--- config.mk ---
export PLATFORM = sky130hd
export DESIGN_NAME = pcm_slot_port
export DESIGN_NICKNAME = d
export VERILOG_FILES = /design/src/rtl/pcm_port_pkg.sv /design/src/rtl/pcm_edge_sync.sv /design/src/rtl/pcm_frame_timer.sv /design/src/rtl/pcm_slot_shifter.sv /design/src/rtl/pcm_slot_port.sv
export SDC_FILE = /design/constraint.sdc
export NUM_CORES = 1
export LEC_CHECK = 0
export CAP_MARGIN = 20
export CORE_AREA = 2 2 100 102
export CTS_CLUSTER_SIZE = 28
export DETAILED_ROUTE_END_ITERATION = 8
export DIE_AREA = 0 0 102 104
export GPL_ROUTABILITY_DRIVEN = 0
export SETUP_SLACK_MARGIN = 0.05
export SLEW_MARGIN = 20
export SYNTH_ARGS = -nofsm -noshare
export SYNTH_HDL_FRONTEND = slang
export SYNTH_SLANG_ARGS = --single-unit
--- constraint.sdc ---
create_clock -name clk -period 2.7 [get_ports clk]
set_clock_uncertainty 0.2 [all_clocks]
set_input_delay 0.54 -clock clk [delete_from_list [all_inputs] [get_ports clk]]
set_output_delay 0.54 -clock clk [all_outputs]
set_load 0.01 [all_outputs]
--- src/rtl/pcm_port_pkg.sv ---
package pcm_port_pkg;
  localparam int DATA_W = 8;
  localparam int POS_W  = 8;
  localparam int IDX_W  = $clog2(DATA_W);
  localparam int GAP_W  = 2;

  typedef logic [POS_W-1:0]  pos_t;
  typedef logic [IDX_W-1:0]  idx_t;
  typedef logic [DATA_W-1:0] byte_t;

  // First bit position of the chosen slot, counted from the frame-sync edge.
  function automatic pos_t slot_base(input logic delayed, input logic fmt2,
                                     input logic slot_b2);
    pos_t b;
    b = delayed ? pos_t'(1) : pos_t'(0);
    if (slot_b2) b = b + (fmt2 ? pos_t'(DATA_W + GAP_W) : pos_t'(DATA_W));
    return b;
  endfunction

  function automatic logic in_window(input pos_t pos, input pos_t base);
    return (pos >= base) && ((pos - base) < pos_t'(DATA_W));
  endfunction

  // Bit of the byte carried at this position, MSB first.
  function automatic idx_t bit_index(input pos_t pos, input pos_t base);
    pos_t d;
    d = pos - base;
    return idx_t'(DATA_W - 1) - d[IDX_W-1:0];
  endfunction
endpackage

--- src/rtl/pcm_edge_sync.sv ---
module pcm_edge_sync #(
  parameter int STAGES = 2
) (
  input  logic clk,
  input  logic rst_n,
  input  logic bclk_in,
  input  logic fs_in,
  input  logic rx_in,
  output logic rise_evt,
  output logic fall_evt,
  output logic fs_lvl,
  output logic rx_lvl
);
  localparam int LANES = 3;

  logic [STAGES-1:0][LANES-1:0] chain;
  logic [LANES-1:0]             tail;
  logic                         bclk_d;

  always_ff @(posedge clk or negedge rst_n) begin
    if (!rst_n) begin
      chain  <= '0;
      bclk_d <= 1'b0;
    end else begin
      chain[0] <= {bclk_in, fs_in, rx_in};
      for (int s = 1; s < STAGES; s++) chain[s] <= chain[s-1];
      bclk_d <= tail[2];
    end
  end

  assign tail     = chain[STAGES-1];
  assign rise_evt = tail[2] & ~bclk_d;
  assign fall_evt = ~tail[2] & bclk_d;
  assign fs_lvl   = tail[1];
  assign rx_lvl   = tail[0];
endmodule

--- src/rtl/pcm_frame_timer.sv ---
module pcm_frame_timer
  import pcm_port_pkg::*;
(
  input  logic clk,
  input  logic rst_n,
  input  logic rise_evt,
  input  logic fs_lvl,
  input  logic pwr_up,
  output pos_t pos,
  output logic tick,
  output logic frame_tick,
  output logic live
);
  logic fs_prev;
  logic armed;
  logic fs_edge;

  assign fs_edge = rise_evt & fs_lvl & ~fs_prev;

  always_ff @(posedge clk or negedge rst_n) begin
    if (!rst_n) begin
      pos        <= '1;
      tick       <= 1'b0;
      frame_tick <= 1'b0;
      fs_prev    <= 1'b0;
      armed      <= 1'b0;
      live       <= 1'b0;
    end else begin
      tick       <= rise_evt;
      frame_tick <= fs_edge;
      if (rise_evt) begin
        fs_prev <= fs_lvl;
        if (fs_edge)         pos <= '0;
        else if (pos != '1)  pos <= pos + 1'b1;
      end
      if (!pwr_up) begin
        armed <= 1'b0;
        live  <= 1'b0;
      end else if (fs_edge) begin
        armed <= 1'b1;
        if (armed) live <= 1'b1;
      end
    end
  end

  p_live_opens_on_frame_r8: assert property (@(posedge clk) disable iff (!rst_n)
    $rose(live) |-> frame_tick);
  p_live_drops_when_down_r9: assert property (@(posedge clk) disable iff (!rst_n)
    !pwr_up |=> !live);
endmodule

--- src/rtl/pcm_slot_shifter.sv ---
module pcm_slot_shifter
  import pcm_port_pkg::*;
(
  input  logic  clk,
  input  logic  rst_n,
  input  logic  tick,
  input  logic  frame_tick,
  input  logic  fall_evt,
  input  logic  rx_lvl,
  input  logic  live,
  input  pos_t  pos,
  input  logic  cfg_delayed,
  input  logic  cfg_fmt2,
  input  logic  cfg_slot_b2,
  input  logic  cfg_en,
  input  byte_t core_tx_byte,
  input  logic  ovr_wr,
  input  byte_t ovr_byte,
  output logic  tx_data,
  output logic  tx_oe,
  output byte_t rx_byte,
  output logic  rx_valid
);
  pos_t  base;
  logic  slot_hit;
  idx_t  slot_idx;
  byte_t cur_q, cur_n, ovr_q, rx_sh;
  logic  ovr_pend;

  assign base     = slot_base(cfg_delayed, cfg_fmt2, cfg_slot_b2);
  assign slot_hit = in_window(pos, base);
  assign slot_idx = bit_index(pos, base);
  assign cur_n    = frame_tick ? (ovr_pend ? ovr_q : core_tx_byte) : cur_q;

  always_ff @(posedge clk or negedge rst_n) begin
    if (!rst_n) begin
      cur_q    <= '0;
      ovr_q    <= '0;
      ovr_pend <= 1'b0;
      rx_sh    <= '0;
      rx_byte  <= '0;
      rx_valid <= 1'b0;
      tx_data  <= 1'b0;
      tx_oe    <= 1'b0;
    end else begin
      rx_valid <= 1'b0;
      if (ovr_wr) begin
        ovr_q    <= ovr_byte;
        ovr_pend <= 1'b1;
      end else if (frame_tick) begin
        ovr_pend <= 1'b0;
      end
      if (tick) begin
        cur_q   <= cur_n;
        tx_data <= slot_hit & cur_n[slot_idx];
        tx_oe   <= slot_hit & cfg_en & live;
      end else if (!live || !cfg_en) begin
        tx_oe   <= 1'b0;
      end
      if (fall_evt && slot_hit && cfg_en) begin
        rx_sh <= {rx_sh[DATA_W-2:0], rx_lvl};
        if (slot_idx == '0) begin
          rx_byte  <= {rx_sh[DATA_W-2:0], rx_lvl};
          rx_valid <= 1'b1;
        end
      end
    end
  end

  p_tx_moves_on_tick_r4: assert property (@(posedge clk) disable iff (!rst_n)
    !tick |=> $stable(tx_data));
  p_rx_strobe_single_r7: assert property (@(posedge clk) disable iff (!rst_n)
    rx_valid |=> !rx_valid);
  p_rx_needs_enable_r6: assert property (@(posedge clk) disable iff (!rst_n)
    rx_valid |-> $past(cfg_en));
  p_override_one_shot_r10: assert property (@(posedge clk) disable iff (!rst_n)
    frame_tick && !ovr_wr |=> !ovr_pend);
endmodule

--- src/rtl/pcm_slot_port.sv ---
module pcm_slot_port
  import pcm_port_pkg::*;
#(
  parameter int SYNC_STAGES = 2
) (
  input  logic              clk,
  input  logic              rst_n,
  input  logic              pcm_bclk,
  input  logic              pcm_fs,
  input  logic              pcm_rx,
  output logic              pcm_tx,
  output logic              pcm_tx_oe,
  input  logic              cfg_delayed,
  input  logic              cfg_fmt2,
  input  logic              cfg_slot_b2,
  input  logic              cfg_en,
  input  logic              pwr_up,
  input  logic [DATA_W-1:0] core_tx_byte,
  input  logic              ovr_wr,
  input  logic [DATA_W-1:0] ovr_byte,
  output logic [DATA_W-1:0] rx_byte,
  output logic              rx_valid
);
  logic rise_evt, fall_evt, fs_lvl, rx_lvl;
  logic tick, frame_tick, live;
  pos_t pos;

  pcm_edge_sync #(.STAGES(SYNC_STAGES)) u_sync (
    .clk(clk), .rst_n(rst_n), .bclk_in(pcm_bclk), .fs_in(pcm_fs), .rx_in(pcm_rx),
    .rise_evt(rise_evt), .fall_evt(fall_evt), .fs_lvl(fs_lvl), .rx_lvl(rx_lvl)
  );

  pcm_frame_timer u_timer (
    .clk(clk), .rst_n(rst_n), .rise_evt(rise_evt), .fs_lvl(fs_lvl), .pwr_up(pwr_up),
    .pos(pos), .tick(tick), .frame_tick(frame_tick), .live(live)
  );

  pcm_slot_shifter u_shift (
    .clk(clk), .rst_n(rst_n), .tick(tick), .frame_tick(frame_tick),
    .fall_evt(fall_evt), .rx_lvl(rx_lvl), .live(live), .pos(pos),
    .cfg_delayed(cfg_delayed), .cfg_fmt2(cfg_fmt2), .cfg_slot_b2(cfg_slot_b2),
    .cfg_en(cfg_en), .core_tx_byte(core_tx_byte), .ovr_wr(ovr_wr),
    .ovr_byte(ovr_byte), .tx_data(pcm_tx), .tx_oe(pcm_tx_oe),
    .rx_byte(rx_byte), .rx_valid(rx_valid)
  );

  p_quiet_when_down_r9: assert property (@(posedge clk) disable iff (!rst_n)
    !pwr_up ##1 !pwr_up |=> !pcm_tx_oe);
endmodule

==> impl_metrics.env, run 1 <==
export IMPL_fin_crit_ns=2.645
export IMPL_grt_pass1_wl_mm=8.597
export IMPL_antenna_found_initial=0
export IMPL_setup_viol=0
export IMPL_slowest_delay_ns=0.55
export IMPL_design_area_um2=3348
export IMPL_p_per_area_nw_per_um2=681.4
export IMPL_cts_tree="built"
export IMPL_slew_headroom_pct=65.96
export IMPL_root_buffer="clkbuf_8"
export IMPL_area_growth_syn_to_layout_pct=37.23
export IMPL_die_width_um=102
export IMPL_tightest_slew_ns=0.5106
export IMPL_clock_sinks=55
export IMPL_critPathKind="reg -> reg"
export IMPL_route_detailed_drc=0
export IMPL_post_route_period_util_pct=97.96
export IMPL_maxCapViolCount=0
export IMPL_cts_htree_levels=2
export IMPL_vias=1727
export IMPL_hold_violations=17
export IMPL_diodes=0
export IMPL_fmax_mhz=378.1
export IMPL_layout_common_cells="dfrtp_1, clkdlybuf4s50_1, nor2_1, a21oi_1, mux2_4"
export IMPL_drive_gt1_share_pct=27.80
export IMPL_hold_class="in -> async"
export IMPL_syn_cell_area_um2=2440
export IMPL_status="finished, violations left"
export IMPL_ys_ff_latch=55
export IMPL_yosysSeqAreaShare_pct=56.82
export IMPL_syn_num_nets=236
export IMPL_fin_nets=290
export IMPL_ir_drop_mv=0.3446
export IMPL_ys_warn_count=0
export IMPL_p_total_mw=2.281
export IMPL_path_buf_inv=3
export IMPL_ys_async_sr_fraction_pct=100.0
export IMPL_multi_input_area_um2=1125
export IMPL_critPathLaunchType="flip-flop"
export IMPL_worstPathRequired_ns=2.70
export IMPL_crit_slowest_cell="dfstp_2"
export IMPL_grt_max_degree=35
export IMPL_syn_mean_instance_area_um2=11.96
export IMPL_synth_cells=204
export IMPL_grt_ovfl_total=0
export IMPL_synth_edf_count=0
export IMPL_grt_pass1_vias=1771
export IMPL_drt_initial_drc_count=51
export IMPL_worstSkewPairLatency_ns=0.31
export IMPL_postRouteAntennaNets=0
export IMPL_cts_buffers=5
export IMPL_violations="hold timing"
export IMPL_grt_use_total_pct=10.02
export IMPL_endpoint_kind="flip-flop"
export IMPL_drv_slew=0
export IMPL_ff_latch_area_um2=1386
export IMPL_viasPerCell=4.406
export IMPL_path_cells="inv_2 -> ha_4 -> fa_2 -> or2b_1 -> a211o_1 -> o2111ai_4 -> buf_6 -> nor2_4 -> buf_12 -> mux2_4"
export IMPL_synth_cell_types=39
export IMPL_clk_pin_slew_ns=0.10
export IMPL_whs_ns=-0.01085
export IMPL_layout_filler_cells=984
export IMPL_ys_flop_type="dfrtp_1"
export IMPL_start_util_pct=25.55
export IMPL_wl_per_cell_um=12.95
export IMPL_place_detailed_hpwl_mm=3.461
export IMPL_power_leakage_nw=1.414
export IMPL_tns_ns=0
export IMPL_port_buffers=37
export IMPL_rsz0062_at_grt="yes"
export IMPL_clockBufferDepth=2
export IMPL_critPathArrivalTime_ns=2.64
export IMPL_die_h_um=104
export IMPL_ioPinCount=38
export IMPL_final_common_cell="dfrtp_1"
export IMPL_worst_path_max_fanout=7
export IMPL_rows=36
export IMPL_cts_hold_buf=0
export IMPL_core_um2=9549
export IMPL_crit_family="flip-flops"
export IMPL_die_area_um2=10610
export IMPL_drt_total_wl_mm=5.076
export IMPL_drt_first_pass_iters=4
export IMPL_place_area_um2=3062
kinds of logic (layout without fill, tap and decap cells):
| family | after synthesis | after routing | synth area share, % |
|---|---|---|---|
| adders and majority gates | 5 | 5 | 2.872 |
| muxes | 33 | 33 | 15.28 |
| and+or+nand+nor | 54 | 54 | 11.64 |
| xor gates and xnor gates | 3 | 3 | 1.077 |
| DFF | 55 | 55 | 56.82 |
| AOI/OAI and AO/OA | 39 | 39 | 9.948 |
| buffers and inverters | 15 | 70 | 2.359 |
through the flow:
stage | cells | setup slack, ns | util, %
global placement | 379 | -0.4601 | 32.06
floorplan | 204 | 0.03620 | -
detailed placement | 379 | -0.4964 | 32.06
CTS | 393 | -0.03466 | 35.04
finish | 392 | 0.05505 | 35.06
global route | 392 | -0.02773 | 35.06
worst register-to-register path: cells and delay by family, from the launching register on:
family / cells / cell delay [ns]
mux: 1 / 0.30
fa+ha+maj: 2 / 0.52
flops: 1 / 0.55
simple gates: 2 / 0.30
buf+inv: 3 / 0.35
compound gates: 2 / 0.31
registers in the layout, summed over array words and instances (netlist names):
register and cells:
u_shift.cur_q 8, u_shift.ovr_q 8, u_shift.rx_byte 8, u_timer.pos 8, u_shift.rx_sh 7, u_sync.chain 3, u_sync.tail 3, u_shift.ovr_pend 1
u_shift.rx_valid 1, u_shift.tx_data 1, u_shift.tx_oe 1, u_sync.bclk_d 1, u_timer.armed 1, u_timer.frame_tick 1, u_timer.fs_prev 1, u_timer.live 1
u_timer.tick 1
where the power goes:
| group | internal (mW) | total, mW | switching, mW |
|---|---|---|---|
| combinational | 0.385 | 0.664 | 0.279 |
| sequential | 0.950 | 1.05 | 0.101 |
| clock | 0.280 | 0.566 | 0.286 |
| total | 1.62 | 2.28 | 0.666 |
layout make-up:
cell class              instances  share of cell area, %
repair buffers                 54                  15.70
multi-input cells             134                  33.59
clock inverters                 3                  1.383
well taps                     133                  4.970
inverters                       8                 0.8969
clock buffers                   5                  2.055
flip-flops and latches         55                  41.41
routing by layer:
layer	up-vias	GRT usage, %	part of all wire, %
met1	868	14.02	48
met5	-	0	0
li1	821	-	-
met3	5	3.562	5.9
met2	33	15.04	46
met4	0	2.000	0.71
cells in the mapped netlist, types with 2 or more instances:
cell | n | area share (%)
nor2_1 | 21 | 3.2
nand2_1 | 9 | 1.4
inv_1 | 8 | 1.2
o41ai_1 | 2 | 0.72
mux2_2 | 24 | 11
nor2b_1 | 4 | 1.0
a21oi_1 | 19 | 3.9
a211oi_1 | 2 | 0.62
dfrtp_1 | 47 | 48
o21ai_0 | 9 | 1.8
or3_1 | 3 | 0.77
clkbuf_1 | 6 | 0.92
xnor2_1 | 3 | 1.1
ha_1 | 4 | 2.1
nor3_1 | 2 | 0.41
o21a_1 | 2 | 0.62
dfstp_2 | 8 | 8.6
nand3_1 | 2 | 0.41
mux2i_1 | 8 | 3.3
nand2b_1 | 2 | 0.51
repair_timing:
item / CTS / global route
pin swaps: 10 / 5
setup endpoints to repair: 17 / 17
buffers inserted: 5 / 1
resized for setup: 24 / 8
cloned: 1 / 0
worst paths after layout:
check | end | slack, ns | cells after the start | from
min in group clk | u_sync.tail[0] | 0.16 | 0 | u_sync.chain[0]
worst max-delay path | u_shift.rx_sh[1] | 0.06 | 10 | u_timer.pos[0]
worst min-delay path | u_shift.rx_byte[4] | -0.01 | 1 | rst_n
max in group asynchronous | u_timer.pos[2] | 1.69 | 2 | rst_n
worst min register to register | u_sync.tail[0] | 0.16 | 0 | u_sync.chain[0]
worst max register to register | u_shift.rx_sh[1] | 0.06 | 10 | u_timer.pos[0]
Power figures use the tool's default switching activity.
==> run 2: changes to the inputs <==
==> constraint.sdc (replaced) <==
create_clock -name clk -period 2.9 [get_ports clk]
set_clock_uncertainty 0.2 [all_clocks]
set_input_delay 0.58 -clock clk [delete_from_list [all_inputs] [get_ports clk]]
set_output_delay 0.58 -clock clk [all_outputs]
set_load 0.01 [all_outputs]
==> impl_metrics.env, run 2 (synthesized netlist as in run 1, its figures left out) <==
export IMPL_die_area_um2=10610
export IMPL_swShare_pct=29.35
export IMPL_layout_common_cells="dfrtp_1, clkdlybuf4s50_1, mux2_2, nor2_1, a21oi_1"
export IMPL_worst_path_max_fanout=4
export IMPL_path_cells="inv_1 -> ha_2 -> fa_2 -> xnor2_2 -> or3_4 -> nor3_4 -> clkbuf_16 -> mux2_2"
export IMPL_worstSetupStartpoint="u_timer.pos[0]"
export IMPL_ioPinCount=38
export IMPL_tightest_slew_ns=0.6584
export IMPL_met3_wirelength_um=247
export IMPL_drt_first_pass_iters=4
export IMPL_final_common_cell="dfrtp_1"
export IMPL_area_growth_syn_to_layout_pct=34.10
export IMPL_ir_drop_mv=0.2408
export IMPL_cts_buffers=5
export IMPL_place_detailed_hpwl_mm=3.465
export IMPL_viasPerCell=4.283
export IMPL_fmax_mhz=358.6
export IMPL_power_frac_comb_pct=28.2
export IMPL_cts_htree_levels=2
export IMPL_route_detailed_drc=0
export IMPL_pre_cts_ws_ns=-0.3426
export IMPL_post_route_util_pct=34.26
export IMPL_crit_slowest_cell="dfstp_2"
export IMPL_status="finished clean"
export IMPL_rows=36
export IMPL_die_width_um=102
export IMPL_postRouteAntennaNets=0
export IMPL_p_per_area_nw_per_um2=603.3
export IMPL_slowest_delay_ns=0.54
export IMPL_seqPwrFrac_pct=49.2
export IMPL_grt_pass1_vias=1668
export IMPL_p_sw_mw=0.5792
export IMPL_clkPwrFrac_pct=22.6
export IMPL_setup_viol=0
export IMPL_finalWorstSetupSlack_ns=0.1113
export IMPL_stdcell_count=392
export IMPL_clock_sinks=55
export IMPL_r2r_slack_ns=0.11
export IMPL_critPathLaunchType="flip-flop"
export IMPL_p_int_mw=1.395
export IMPL_diodes=0
export IMPL_grt_use_total_pct=9.333
export IMPL_dr_wl_met2_mm=2.236
export IMPL_drv_slew=0
export IMPL_met1_length_mm=2.327
export IMPL_timing_rr_end="u_shift.rx_byte[7]"
export IMPL_cts_hold_buf=0
export IMPL_drt_initial_drc_count=38
export IMPL_grt_ovfl_total=0
export IMPL_drive_gt1_share_pct=28.57
export IMPL_die_h_um=104
export IMPL_grt_pass1_wl_mm=7.997
export IMPL_ff2ff_path_depth=8
export IMPL_fin_nets=290
export IMPL_reg2reg_from="u_timer.pos[0]"
export IMPL_critPathArrivalTime_ns=2.79
export IMPL_endpoint="u_shift.rx_byte[7]"
export IMPL_p_total_mw=1.974
export IMPL_port_buffers=37
export IMPL_hold_class="in -> async"
export IMPL_hold_violations=0
export IMPL_clk_pin_slew_ns=0.10
export IMPL_vias=1679
export IMPL_worstSkewPairLatency_ns=0.31
export IMPL_start_util_pct=25.55
export IMPL_slew_headroom_pct=56.11
export IMPL_post_route_period_util_pct=96.16
export IMPL_drt_total_wl_mm=4.858
export IMPL_worstPathRequired_ns=2.90
export IMPL_dp_cells=379
export IMPL_highest_layer="met4"
export IMPL_core_um2=9549
export IMPL_wl_per_cell_um=12.39
export IMPL_endpoint_kind="flip-flop"
export IMPL_fin_crit_ns=2.789
export IMPL_critPathKind="reg -> reg"
export IMPL_grt_max_degree=31
export IMPL_clockBufferDepth=2
export IMPL_power_leakage_nw=1.408
export IMPL_rsz0062_at_grt="no"
export IMPL_maxCapViolCount=0
export IMPL_cts_tree="built"
export IMPL_antenna_found_initial=0
export IMPL_root_buffer="clkbuf_8"
==> run 2: cell types whose count changed in the layout (fill, tap and decap cells not counted), moves of 3 or more <==
| cell | change |
|---|---|
| mux2_2 | +15 |
| buf_6 | -3 |
| dlymetal6s2s_1 | +3 |
| buf_4 | +3 |
| dlygate4sd2_1 | -3 |
| mux2_4 | -15 |
==> run 2: how the worst min path moves through the flow <==
stage / endpoint / depth (start not counted)
after floorplan: u_shift.cur_q[0] / 0
after global placement: u_sync.tail[0] / 0
after CTS: u_shift.rx_byte[3] / 1
after global routing: u_shift.rx_byte[4] / 1
final: u_shift.rx_byte[3] / 1
after detailed placement: u_sync.tail[2] / 0
==> run 2: metrics by stage <==
step                instance area (um^2)  hold slack (ns)  setup TNS (ns)
global route                        3272           0.1378               0
finish                              3272          0.09516               0
global placement                    3047           0.1367          -4.717
floorplan                           2440          0.08441               0
CTS                                 3172           0.1067               0
detailed placement                  3047           0.1347          -5.577
==> run 2: final cells by class <==
class	count	area [um^2]
multi-input cells	134	1064
well taps	133	166.4
inverters	8	30.03
repair buffers	54	530.5
clock inverters	1	8.758
clock buffers	7	86.33
flip-flops and latches	55	1386
fillers	972	6277
==> run 2: worst max-delay path: cells and delay by family, from the launching register on <==
kind | cells | cell delay [ns]
flops | 1 | 0.54
mux | 1 | 0.32
buf+inv | 2 | 0.24
xor+xnor | 1 | 0.16
fa+ha+maj | 2 | 0.56
simple gates | 2 | 0.66
==> run 2: what timing repair did <==
item                       in CTS  in global routing
gates resized for setup         5                 12
setup endpoints to repair      16                 17
pin swaps                       1                  7
setup buffers                   0                  4
cloned                          0                  1
==> run 2: layer usage <==
| layer | vias to the layer above | GRT usage [%] |
|---|---|---|
| li1 | 827 | - |
| met1 | 810 | 13.42 |
| met2 | 35 | 13.58 |
| met3 | 7 | 2.823 |
| met4 | 0 | 2.571 |
| met5 | - | 0 |
==> run 2: power by group through the flow <==
stage	clock network, mW	logic (mW)	registers (mW)
5_1_grt	0.495	0.620	0.992
6_report	0.446	0.556	0.972
4_1_cts	0.463	0.524	0.975
3_3_place_gp	0	0.480	0.984
3_5_place_dp	0	0.491	0.987
2_1_floorplan	0	0.308	0.962
